File: config.mk
export PLATFORM = sky130hd
export DESIGN_NAME = lcdstat_irq_ctrl
export DESIGN_NICKNAME = d
export VERILOG_FILES = /design/src/rtl/lcdstat_pkg.sv /design/src/rtl/lcdstat_regs.sv /design/src/rtl/lcdstat_srcs.sv /design/src/rtl/lcdstat_irq_ctrl.sv
export SDC_FILE = /design/constraint.sdc
export NUM_CORES = 1
export LEC_CHECK = 0
export BUFFER_PORTS_ARGS = -buffer_cell sky130_fd_sc_hd__buf_2
export CAP_MARGIN = 20
export CORE_MARGIN = 2
export CORE_UTILIZATION = 50
export CTS_CLUSTER_SIZE = 28
export DETAILED_ROUTE_END_ITERATION = 12
export HOLD_SLACK_MARGIN = 0.06
export PLACE_DENSITY_LB_ADDON = 0.15
export SYNTH_ARGS = -nofsm -noshare
export SYNTH_HDL_FRONTEND = slang
export SYNTH_SLANG_ARGS = --single-unit
File: constraint.sdc
create_clock -name clk -period 2.4 [get_ports clk]
set_input_delay 0.72 -clock clk [delete_from_list [all_inputs] [get_ports clk]]
set_output_delay 0.72 -clock clk [all_outputs]
set_load 0.02 [all_outputs]
File: src/rtl/lcdstat_pkg.sv
package lcdstat_pkg;
  localparam int unsigned REG_W = 8;
  localparam int unsigned NSRC  = 4;
  localparam int unsigned NMODE_SRC = 3;

  typedef enum logic [1:0] {
    SEL_CTRL = 2'd0,
    SEL_STAT = 2'd1,
    SEL_LINE = 2'd2,
    SEL_CMP  = 2'd3
  } sel_e;

  typedef enum logic [1:0] {
    VM_HBLANK = 2'd0,
    VM_VBLANK = 2'd1,
    VM_SEARCH = 2'd2,
    VM_XFER   = 2'd3
  } vmode_e;

  localparam int unsigned CTRL_DISP_BIT = 7;
  localparam int unsigned CTRL_WIN_BIT  = 5;
  localparam int unsigned STAT_EN_LSB   = 3;
  localparam int unsigned SRC_COIN      = 3;
endpackage

File: src/rtl/lcdstat_regs.sv
module lcdstat_regs
  import lcdstat_pkg::*;
#(
  parameter int unsigned LINE_W = 8
) (
  input  logic              clk,
  input  logic              rst,
  input  logic              wr_en,
  input  logic              rd_en,
  input  logic [1:0]        sel,
  input  logic [REG_W-1:0]  wr_data,
  input  logic [1:0]        mode_in,
  input  logic [LINE_W-1:0] line_in,
  output logic [REG_W-1:0]  ctrl_q,
  output logic [NSRC-1:0]   en_q,
  output logic [LINE_W-1:0] cmp_q,
  output logic [LINE_W-1:0] cmp_eff,
  output logic              stat_wr,
  output logic [NSRC-1:0]   en_new,
  output logic [REG_W-1:0]  rd_data,
  output logic              win_rst
);
  logic ctrl_wr, cmp_wr, coin_rd;
  logic [REG_W-1:0] rd_mux;

  assign ctrl_wr = wr_en && (sel == SEL_CTRL);
  assign stat_wr = wr_en && (sel == SEL_STAT);
  assign cmp_wr  = wr_en && (sel == SEL_CMP);
  assign en_new  = wr_data[STAT_EN_LSB +: NSRC];
  assign cmp_eff = cmp_wr ? wr_data[LINE_W-1:0] : cmp_q;
  assign coin_rd = ctrl_q[CTRL_DISP_BIT] && (line_in == cmp_q);

  always_comb begin
    unique case (sel)
      SEL_CTRL: rd_mux = ctrl_q;
      SEL_STAT: rd_mux = {1'b1, en_q, coin_rd, mode_in};
      SEL_LINE: rd_mux = ctrl_q[CTRL_DISP_BIT] ? REG_W'(line_in) : '0;
      default:  rd_mux = REG_W'(cmp_q);
    endcase
  end

  always_ff @(posedge clk) begin
    if (rst) begin
      ctrl_q  <= '0;
      en_q    <= '0;
      cmp_q   <= '0;
      rd_data <= '0;
      win_rst <= 1'b0;
    end else begin
      win_rst <= ctrl_wr && !ctrl_q[CTRL_WIN_BIT] && wr_data[CTRL_WIN_BIT];
      if (ctrl_wr) ctrl_q <= wr_data;
      if (stat_wr) en_q <= en_new;
      if (cmp_wr && (wr_data[LINE_W-1:0] != cmp_q)) cmp_q <= wr_data[LINE_W-1:0];
      if (rd_en) rd_data <= rd_mux;
    end
  end
endmodule

File: src/rtl/lcdstat_srcs.sv
module lcdstat_srcs
  import lcdstat_pkg::*;
(
  input  logic            clk,
  input  logic            rst,
  input  logic            disp,
  input  logic [1:0]      mode_in,
  input  logic            stat_wr,
  input  logic [NSRC-1:0] en_new,
  input  logic [NSRC-1:0] en_q,
  input  logic            match_now,
  output logic            irq
);
  logic [1:0]           mode_q;
  logic [NMODE_SRC-1:0] ms_q, ms_n, base_m, hit;
  logic                 lc_q, lc_n, base_c, search_pend, fire;
  logic [NSRC-1:0]      en_eff;

  assign en_eff = stat_wr ? en_new : en_q;
  assign base_m = stat_wr ? (ms_q & en_new[NMODE_SRC-1:0]) : ms_q;
  assign base_c = stat_wr ? (lc_q & en_new[SRC_COIN]) : lc_q;

  for (genvar i = 0; i < NMODE_SRC; i++) begin : g_hit
    assign hit[i] = en_eff[i] && (mode_in == 2'(i));
  end

  always_comb begin
    search_pend = 1'b0;
    if (mode_in != mode_q) begin
      ms_n = hit;
    end else if (stat_wr) begin
      ms_n = base_m | {1'b0, hit[1:0]};
      search_pend = hit[2];
    end else begin
      ms_n = ms_q;
    end
    lc_n = en_eff[SRC_COIN] && match_now;
    fire = (base_m == '0) && !base_c && ((ms_n != '0) || lc_n || search_pend);
  end

  always_ff @(posedge clk) begin
    if (rst) begin
      mode_q <= '0;
      ms_q   <= '0;
      lc_q   <= 1'b0;
      irq    <= 1'b0;
    end else begin
      mode_q <= mode_in;
      if (!disp) begin
        ms_q <= '0;
        lc_q <= 1'b0;
        irq  <= 1'b0;
      end else begin
        ms_q <= ms_n;
        lc_q <= lc_n;
        irq  <= fire;
      end
    end
  end
endmodule

File: src/rtl/lcdstat_irq_ctrl.sv
module lcdstat_irq_ctrl
  import lcdstat_pkg::*;
#(
  parameter int unsigned LINE_W = 8
) (
  input  logic              clk,
  input  logic              rst,
  input  logic              wr_en,
  input  logic              rd_en,
  input  logic [1:0]        reg_sel,
  input  logic [7:0]        wr_data,
  input  logic [1:0]        mode_in,
  input  logic [LINE_W-1:0] line_in,
  output logic [7:0]        rd_data,
  output logic              irq_pulse,
  output logic              disp_en,
  output logic              win_rst
);
  logic [REG_W-1:0]  ctrl_q;
  logic [NSRC-1:0]   en_q, en_new;
  logic [LINE_W-1:0] cmp_q, cmp_eff;
  logic              stat_wr, match_now;

  lcdstat_regs #(.LINE_W(LINE_W)) u_regs (
    .clk(clk), .rst(rst), .wr_en(wr_en), .rd_en(rd_en), .sel(reg_sel),
    .wr_data(wr_data), .mode_in(mode_in), .line_in(line_in),
    .ctrl_q(ctrl_q), .en_q(en_q), .cmp_q(cmp_q), .cmp_eff(cmp_eff),
    .stat_wr(stat_wr), .en_new(en_new), .rd_data(rd_data), .win_rst(win_rst)
  );

  assign disp_en   = ctrl_q[CTRL_DISP_BIT];
  assign match_now = disp_en && (line_in == cmp_eff);

  lcdstat_srcs u_srcs (
    .clk(clk), .rst(rst), .disp(disp_en), .mode_in(mode_in),
    .stat_wr(stat_wr), .en_new(en_new), .en_q(en_q),
    .match_now(match_now), .irq(irq_pulse)
  );
endmodule

# Yosys cells after proc, flatten, opt, wreduce, memory -nomap -nowiden
# Cells that the tools add are included.
dict set report word_totals {
  regBits 36
  in_bits 24
  output_inout_bits 11
  word_cells 55
}
dict set report op_classes {
  n_eq_ne 9
  mux 10
  bitwise_logic 4
  n_reduce_logical 23
}
# cell count
set op_table {}
lappend op_table {{$pmux W8 S3} 1}
lappend op_table {{$eq A8 B8 Y1} 2}
lappend op_table {{$mux W8} 2}
lappend op_table {{$logic_and A1 B1 Y1} 14}
lappend op_table {{$mux W3} 3}
lappend op_table {{$ne A8 B8 Y1} 1}
lappend op_table {{$eq A2 B2 Y1 const B} 3}
lappend op_table {{$eq A2 B1 Y1 const B} 2}
lappend op_table {{$logic_not A2 Y1} 2}
lappend op_table {{$mux W4} 1}
lappend op_table {{$and A3 B3 Y3} 1}
lappend op_table {{$logic_not A3 Y1} 1}
lappend op_table {{$mux W1} 3}
lappend op_table {{$or A3 B2 Y3} 1}
lappend op_table {{$reduce_bool A3 Y1} 1}
lappend op_table {{$logic_not A1 Y1} 2}
lappend op_table {{$logic_or A1 B1 Y1} 2}
lappend op_table {{$ne A2 B2 Y1} 1}
lappend op_table {{$reduce_or A2 Y1} 1}
lappend op_table {{$and A1 B1 Y1} 1}
lappend op_table {{$not A1 Y1} 1}

# Logic depth before layout (Yosys ltp)
# Gate-level depths: netlist of the first run.
dict set report logic_depth {
  ltp_word 11
  ltp_mapped 8
  mapped_depth_nobuf 7
}

# Modules after synthesis
# From an unflattened synthesis of the first run, not the netlist that was laid out.
dict set report hier_totals {
  hier_cells 208
  hier_area_um2 2049.5
}
# mod instances cells_per_inst area_per_inst_um2 seq_area_each_um2
set by_module_without_submodules {}
lappend by_module_without_submodules {lcdstat_regs 1 149 1527.7 580.6}
lappend by_module_without_submodules {lcdstat_srcs 1 47 426.7 140.1}
lappend by_module_without_submodules {lcdstat_irq_ctrl 1 12 95.1 0.0}

# Least setup slack after synthesis of the first run
# No wires, ideal clock.
dict set report synth_timing {
  path_type {input to register}
  from {input reg_sel[0]}
  to {register u_srcs.lc_q}
  setup_time_ps 66
  t_arrival_ps 2225
  required_ps 2334
  slack_ps 109
  cell_stages 7
  n_path_buf 1
  path_cell_list {buf_2 > nand3_1 > a21oi_2 > mux2i_1 > xnor2_1 > nor4_1 > nor2b_1}
}
dict set report synth_between {
  elab_chain_cells 6
  word_cells_on_any_way 9
  classes_between {eq/ne: 3; mux: 2; reduce/logical: 4}
}
# element line
set synth_lines {}
lappend synth_lines {{start: declaration} lcdstat_irq_ctrl.sv:10} ;# input logic [1:0] reg_sel,
lappend synth_lines {{$eq A2 B2 Y1} lcdstat_regs.sv:28} ;# assign cmp_wr = wr_en && (sel == SEL_CMP);
lappend synth_lines {{$logic_and A1 B1 Y1} lcdstat_regs.sv:28}
lappend synth_lines {{$mux W8} lcdstat_regs.sv:30} ;# assign cmp_eff = cmp_wr ? wr_data[LINE_W-1:0] : cmp_q;
lappend synth_lines {{$eq A8 B8 Y1} lcdstat_irq_ctrl.sv:32} ;# assign match_now = disp_en && (line_in == cmp_eff);
lappend synth_lines {{$logic_and A1 B1 Y1} lcdstat_irq_ctrl.sv:32}
lappend synth_lines {{$logic_and A1 B1 Y1 (*)} lcdstat_srcs.sv:37} ;# lc_n = en_eff[SRC_COIN] && match_now;
lappend synth_lines {{end signal: assignment} lcdstat_srcs.sv:55} ;# lc_q <= lc_n;
lappend synth_lines {{end: declaration} lcdstat_srcs.sv:16} ;# logic lc_q, lc_n, base_c, search_pend, fire;
# Mark *: on every way between the ends. The rest lies on a longest branch, timed or not.
# A chain may end at the register's enable or synchronous reset.

# Worst setup path in the final report of the first run
dict set report layout_timing {
  from {input wr_data[0]}
  to {register u_srcs.irq}
}
dict set report layout_between {
  elab_chain_cells 7
}
# element line
set layout_lines {}
lappend layout_lines {{start: declaration} lcdstat_irq_ctrl.sv:11} ;# input logic [7:0] wr_data,
lappend layout_lines {{$mux W8} lcdstat_regs.sv:30}
lappend layout_lines {{$eq A8 B8 Y1} lcdstat_irq_ctrl.sv:32}
lappend layout_lines {{$logic_and A1 B1 Y1} lcdstat_irq_ctrl.sv:32}
lappend layout_lines {{$logic_and A1 B1 Y1} lcdstat_srcs.sv:37}
lappend layout_lines {{$logic_or A1 B1 Y1 (2 in a row)} lcdstat_srcs.sv:38} ;# fire = (base_m == '0) && !base_c && ((ms_n != '0) || lc_n || search_pend);
lappend layout_lines {{$logic_and A1 B1 Y1} lcdstat_srcs.sv:38}
lappend layout_lines {{end signal: assignment} lcdstat_srcs.sv:56} ;# irq <= fire;
lappend layout_lines {{end: declaration} lcdstat_srcs.sv:12} ;# output logic irq
# No other way between the ends.

==> flow_metrics.tcl, run 1 <==
set metrics [dict create \
    antenna_found_initial 0 \
    rows 22 \
    r2r-end "u_srcs.irq" \
    hold_class "flip-flop to flip-flop" \
    r2r_start "u_regs.cmp_q[0]" \
    diodes 0 \
    synth-edff-count 0 \
    hpwl_um 3630 \
    ctsHoldBuffers 0 \
    fin_skew_ns 0.00924 \
    grt-ovfl-total 0 \
    clockRootBuffer "clkbuf_8" \
    synth.area.top_cells "dfxtp_1 (37%), mux2i_1 (12%), xor2_1 (7.2%), nor2_1 (5.8%), a21oi_1 (5.7%)" \
    placedCellCount 322 \
    io_pins 35 \
    required_ns 2.64 \
    first_pass_iters 4 \
    post_drt_wl_per_cell_um 14.7 \
    ir_worst_vdd_v 0.000359 \
    gp_congestion 0.888 \
    fin_nets 305 \
    critical_path_class "primary input to flip-flop" \
    cts_buffers 5 \
    worstSetupStartpointType "primary input" \
    finalPower_uw 1280 \
    syn_area_um2 1930 \
    yosysSeqAreaShare_pct 37.3 \
    synthCells 233 \
    path_delay_family "simple AND/OR/NAND/NOR gates" \
    area_growth_pct 21.2 \
    drt_iter0_markers 139 \
    finalWirelength_um 4870 \
    clk_pin_slew_ns 0.08 \
    cts_max_path_buffers 2 \
    dr_total_vias 1764 \
    ff2ff_path_depth 7 \
    h-tree-depth 2 \
    ys_ff_latch 36 \
    crit_fanout 4 \
    path_buf_inv 1 \
    ant_nets 0 \
    rsz0062_at_grt "false" \
    yosys_most_used_dff "dfxtp_1" \
    yosysTopAreaCellShare_pct 37.3 \
    post_cts_resized 0 \
    drv_slew 0 \
    power_density_nw_per_um2 545 \
    viasPerCell 5.35 \
    yosysWarningCount 0 \
    status "complete, no violations" \
    clock-sinks 36 \
    critPathSlowestCell "nor4_1" \
    drv_cap 0 \
    port_buffers 34 \
    worstHoldEndpoint "u_regs.win_rst" \
    postPlaceCellArea_um2 2260 \
    setup_viol 0 \
    die_h_um 66.2 \
    timing.reg2reg.setup_slack_ns 0.35 \
    grt_start_max_net_pins 33 \
    crit_top_cell "nor4_1" \
    crit_chain "buf_2 -> xor2_1 -> nor4_1 -> a21oi_2 -> mux2i_1 -> xnor2_1 -> nor4_1 -> o21a_1" \
    max_stage_delay_ns 0.44 \
    final.min_clock_period_ns 2.25 \
    synthDistinctLibCells 33 \
    fin_area_um2 2340 \
    tightestPinTransition_ns 0.591 \
    synth_area_per_cell_um2 8.30 \
    synth_top_cell_by_area "dfxtp_1" \
    initial_utilization_pct 52.4 \
    grt_pass1_wl_um 8170 \
    async_flop_share_pct 0 \
    period_share_pct 93.9 \
    min_from "u_regs.ctrl_q[5]" \
    grtUsageTotal_pct 25.1 \
    layout.cells.non_filler 330 \
    drc 0 \
    crit_path_end_kind "flip-flop" \
    cts_tree "built" \
    final_core_util_pct 63.5 \
    fillers 350 \
    maxSlewHeadroom_pct 60.6 \
    core_area_um2 3690 \
    arrival_ns 2.49 \
    post_cts_buffers 0 \
    holdWs_ns 0.440 \
    drive_above_1_share_pct 22.7 \
    finalHoldViolCount 0 \
    p_leak_uw 0.00100 \
    syn_nets 257 \
    grt_pass1_vias 1662 \
    die_area_um2 4380 \
    hold_path_depth 1 \
    die_w_um 66.2 \
    max_freq_mhz 444 \
    worstSkewPairLatency_ns 0.29 \
]
==> area by class of cell <==
cell class | instances | area, um2 | share of cell area, %
Timing Repair Buffer | 54 | 320 | 13.7
Multi-Input combinational cell | 181 | 1140 | 48.8
Inverter | 3 | 11.3 | 0.481
Sequential cell | 36 | 721 | 30.8
Clock inverter | 3 | 18.8 | 0.801
Tap cell | 48 | 60.1 | 2.56
Clock buffer | 5 | 68.8 | 2.94
==> cells in the mapped netlist (4+ instances only) <==
library cell  instances
nor2_1               30
clkbuf_1              8
a22oi_1               7
a21oi_1              22
a211oi_1              7
xor2_1               16
nand2_1              21
nor4_1                4
dfxtp_1              36
nand3_1               4
mux2i_1              23
nor2b_1               9
xnor2_1               9
o21ai_0               9
==> worst max-delay path by stage <==
| stage | start | end | cells past startpoint |
|---|---|---|---|
| floorplan | reg_sel[0] | u_srcs.lc_q | 7 |
| global placement | wr_data[0] | u_srcs.lc_q | 8 |
| detailed placement | wr_data[0] | u_srcs.lc_q | 8 |
| CTS | wr_data[0] | u_srcs.irq | 8 |
| global route | wr_data[1] | u_srcs.irq | 8 |
| finish | wr_data[0] | u_srcs.irq | 8 |
==> metal layers <==
layer	track usage (%)	vias to the layer above	wire, um
met5	0	-	0
met4	7.14	0	25
met3	5.62	2	264
met2	41.5	50	2330
met1	32.7	802	2240
li1	-	910	-
==> through the flow <==
step	setup WS, ns	TNS [ns]
5_1_grt	0.0433	0
3_5_place_dp	-0.118	-0.231
4_1_cts	0.148	0
2_1_floorplan	0.109	0
6_report	0.147	0
3_3_place_gp	-0.0223	-0.0398
==> placed cells by master (no fill, tap or decap), types with 9 or more instances in the layout <==
cell,n
buf_2,34
nand2_1,21
xor2_1,16
nor2_1,30
xnor2_1,9
o21ai_0,9
a21oi_1,22
mux2i_1,23
buf_4,20
nor2b_1,9
dfxtp_1,36
==> where the power goes <==
group	internal, uW	switching [uW]	total, uW	leakage (uW)
clock	202	220	422	0.0000479
sequential	617	16.6	634	0.000293
combinational	97.1	124	221	0.000664
total	917	360	1280	0.00100
==> worst reg2reg max path: cells and delay by family, from the launching register on <==
kind / cells / cell delay, ns
simple gates: 2 / 0.80
xor+xnor: 2 / 0.20
flops: 1 / 0.42
compound gates: 2 / 0.35
mux: 1 / 0.24
==> sequential cells by signal, indices dropped and copies added, names as in the netlist <==
register,count
u_regs.win_rst,1
u_regs.cmp_q,8
u_srcs.ms_q,3
u_regs.en_q,4
u_srcs.mode_q,2
u_regs.ctrl_q,8
u_regs.rd_data,8
u_srcs.lc_q,1
u_srcs.irq,1
==> cells by family (layout without fill, tap and decap cells) <==
family | count (synthesis) | count (layout) | synth area share, %
AOI/OAI and AO/OA | 54 | 54 | 17.1
xor gates and xnor gates | 25 | 25 | 11.3
buffers and inverters | 16 | 65 | 3.62
DFF | 36 | 36 | 37.3
muxes | 23 | 23 | 11.9
and+or+nand+nor | 79 | 79 | 18.8
Note: power is estimated with default switching activity, not from simulation.
==> run 2, diff against run 1 <==
CORE_MARGIN = unset   (was 2)
CORE_UTILIZATION = 55   (was 50)
SYNTH_HIERARCHICAL = 1   (was unset)
clock period = 2.57 ns   (was 2.4 ns; I/O delays follow)
==> run 2 against run 1 <==
  * Global-route usage up 0.72 points
  * Hold slack better by 0.036 ns
  * First-iteration DRC count down 16%
  * Register-to-register slack better by 0.48 ns
  * Clock power down 6.2%
  * Sequential power down 6.9%
  * Count of clock-buffer cells in the layout unchanged
  * Critical path depth up 1
==> flow_metrics.tcl, run 2 <==
set metrics [dict create \
    status "complete, no violations" \
    r2r-end "u_srcs/irq" \
    finalWirelength_um 4690 \
    synth_top_family_by_area "simple AND/OR/NAND/NOR gates" \
    final_cell_mix "dfxtp_1 (36), buf_2 (34), nor2_1 (18)" \
    power_density_nw_per_um2 511 \
    rows 21 \
    antenna_found_initial 0 \
    syn_nets 232 \
    ir_worst_vdd_v 0.000349 \
    fin_nets 263 \
    fin_skew_ns 0.00435 \
    timing.reg2reg.setup_slack_ns 0.83 \
    place_ws_ns 0.0825 \
    drt_iter0_markers 117 \
    finalPower_uw 1180 \
    syn_area_um2 2050 \
    post_cts_buffers 0 \
    synthMuxAreaShare_pct 14.6 \
    cts_max_path_buffers 2 \
    critical_path_class "primary input to flip-flop" \
    grt_start_max_net_pins 27 \
    crit_path_end_kind "flip-flop" \
    ys_ff_latch 36 \
    required_ns 2.76 \
    clock-sinks 36 \
    yosysTopAreaCellShare_pct 35.2 \
    die_h_um 63.0 \
    hold_class "flip-flop to flip-flop" \
    post_drt_wl_per_cell_um 16.4 \
    fillers 289 \
    r2r_start "u_regs/cmp_q[7]" \
    post_cts_resized 0 \
    synth_top_cell_by_area "dfxtp_1" \
    yosysWarningCount 6 \
    worstSetupStartpointType "primary input" \
    p_leak_uw 0.000986 \
    regArea_um2 721 \
    viasPerCell 5.88 \
    setup-tns-final_ns 0 \
    final_core_util_pct 66.9 \
    die_w_um 63.0 \
    hpwl_um 3440 \
    drv_slew 0 \
    grt_pass1_wl_um 7820 \
    diodes 0 \
    area_growth_pct 12.4 \
    multiInputGateArea_um2 1210 \
    ant_nets 0 \
    synth_xor_area_share_pct 8.42 \
    die_area_um2 3970 \
    drive_above_1_share_pct 27.9 \
    ff2ff_path_depth 7 \
    min_from "u_regs/rd_data[0]" \
    synthAdderAreaFrac_pct 0 \
    top_regs "u_regs/cmp_q (8), u_regs/ctrl_q (8), u_regs/rd_data (8)" \
    synth.most_common_cell "dfxtp_1" \
    placedCellCount 278 \
    yosys-top-cells-count "dfxtp_1 (36), nor2_1 (18), mux2i_1 (13), mux2_1 (12), nor2b_1 (11)" \
    drc 0 \
    ctsHoldBuffers 0 \
    setup_viol 0 \
    clk_pin_slew_ns 0.07 \
    port_buffers 34 \
    grtUsageTotal_pct 25.9 \
    hold_path_depth 2 \
    layout.cells.non_filler 286 \
    synth_compound_area_share_pct 12.2 \
    first_pass_iters 5 \
    arrival_ns 2.40 \
    dr_total_vias 1683 \
    cts_tree "built" \
    io_pins 35 \
    synth-simple-area-share_pct 23.9 \
    synth-edff-count 0 \
    gp_congestion 0.882 \
    cts_buffers 5 \
    synthCells 208 \
    grt-ovfl-total 0 \
    drv_cap 0 \
    synth.area.top_cells "dfxtp_1 (35%), mux2_1 (6.6%), mux2i_1 (6.3%), xnor2_1 (3.4%), xor2_1 (3.4%)" \
    max_freq_mhz 452 \
    synthDistinctLibCells 49 \
    core_area_um2 3440 \
    initial_utilization_pct 59.5 \
    async_flop_share_pct 0 \
    synth_area_per_cell_um2 9.85 \
    crit_fanout 8 \
    yosysSeqAreaShare_pct 35.2 \
    worstHoldEndpoint "u_regs/rd_data[0]" \
    tightestPinTransition_ns 0.423 \
    layout_commonest_cell "dfxtp_1" \
    yosys_most_used_dff "dfxtp_1" \
    period_share_pct 86.0 \
    worstSkewPairLatency_ns 0.29 \
    final.min_clock_period_ns 2.21 \
    rsz0062_at_grt "false" \
    finalHoldViolCount 0 \
    grt_pass1_vias 1638 \
    clockRootBuffer "clkbuf_8" \
    h-tree-depth 2 \
    layout_setup_ws_ns 0.360 \
    maxSlewHeadroom_pct 71.8 \
]
[run 2: changes by cell type after synthesis, moves of 6 or more]
cell	previous run	this run
nand2b_1	1	10
xor2_1	16	8
o221ai_1	0	7
a21oi_1	22	7
a211oi_1	7	1
nor2_1	30	18
o21ai_0	9	0
nand2_1	21	5
a22oi_1	7	0
and3b_1	0	6
mux2_1	0	12
mux2i_1	23	13
[run 2: cell families (layout without fill, tap and decap cells)]
family / count (synthesis) / in the layout
mux: 28 / 28
buf+inv: 19 / 51
compound gates: 30 / 30
simple gates: 77 / 77
xor+xnor: 18 / 18
flops: 36 / 36
[run 2: worst max-delay path, cell delays in order]
cell	delay [ns]
buf_2	0.12
nand3_4	0.15
mux2_1	0.38
xnor2_1	0.18
nand3_1	0.11
nor3_2	0.18
nor2b_1	0.17
a311oi_1	0.06
a311oi_1	0.29
[run 2: layout make-up]
cell class	count	area share, %
clock buffers	5	2.99
repair buffers	40	9.34
well taps	46	2.50
flip-flops and latches	36	31.3
clock inverters	3	0.815
multi-input cells	153	52.6
inverters	3	0.489
[run 2: how the worst max path moves through the flow]
stage / depth (start not counted) / slack (ns) / end / start
finish: 9 / 0.36 / u_srcs/irq / wr_en
CTS: 9 / 0.39 / u_srcs/irq / wr_en
detailed placement: 9 / 0.08 / u_srcs/irq / wr_en
global placement: 9 / 0.16 / u_srcs/irq / wr_en
global route: 9 / 0.22 / u_srcs/irq / wr_en
floorplan: 9 / 0.31 / u_srcs/irq / reg_sel[0]
[run 2: metal layers]
layer / global-route usage (%) / up-vias / part of all wire, %
met4: 13.7 / 0 / 3.5
met3: 6.20 / 12 / 5.0
li1: - / 804 / -
met1: 29.3 / 817 / 41
met5: 0 / - / 0
met2: 44.4 / 50 / 50
[run 2: per-stage QoR]
stage	hold WS, ns	cell area [um2]
floorplan	0.451	2050
global placement	0.456	2220
detailed placement	0.463	2220
CTS	0.475	2300
global route	0.491	2300
finish	0.476	2300
[run 2: where the power goes]
group          switching (uW)  internal, uW  leakage [uW]
combinational             106          85.5      0.000645
sequential               13.4           577      0.000293
clock                     207           189     0.0000479
total                     327           851      0.000986
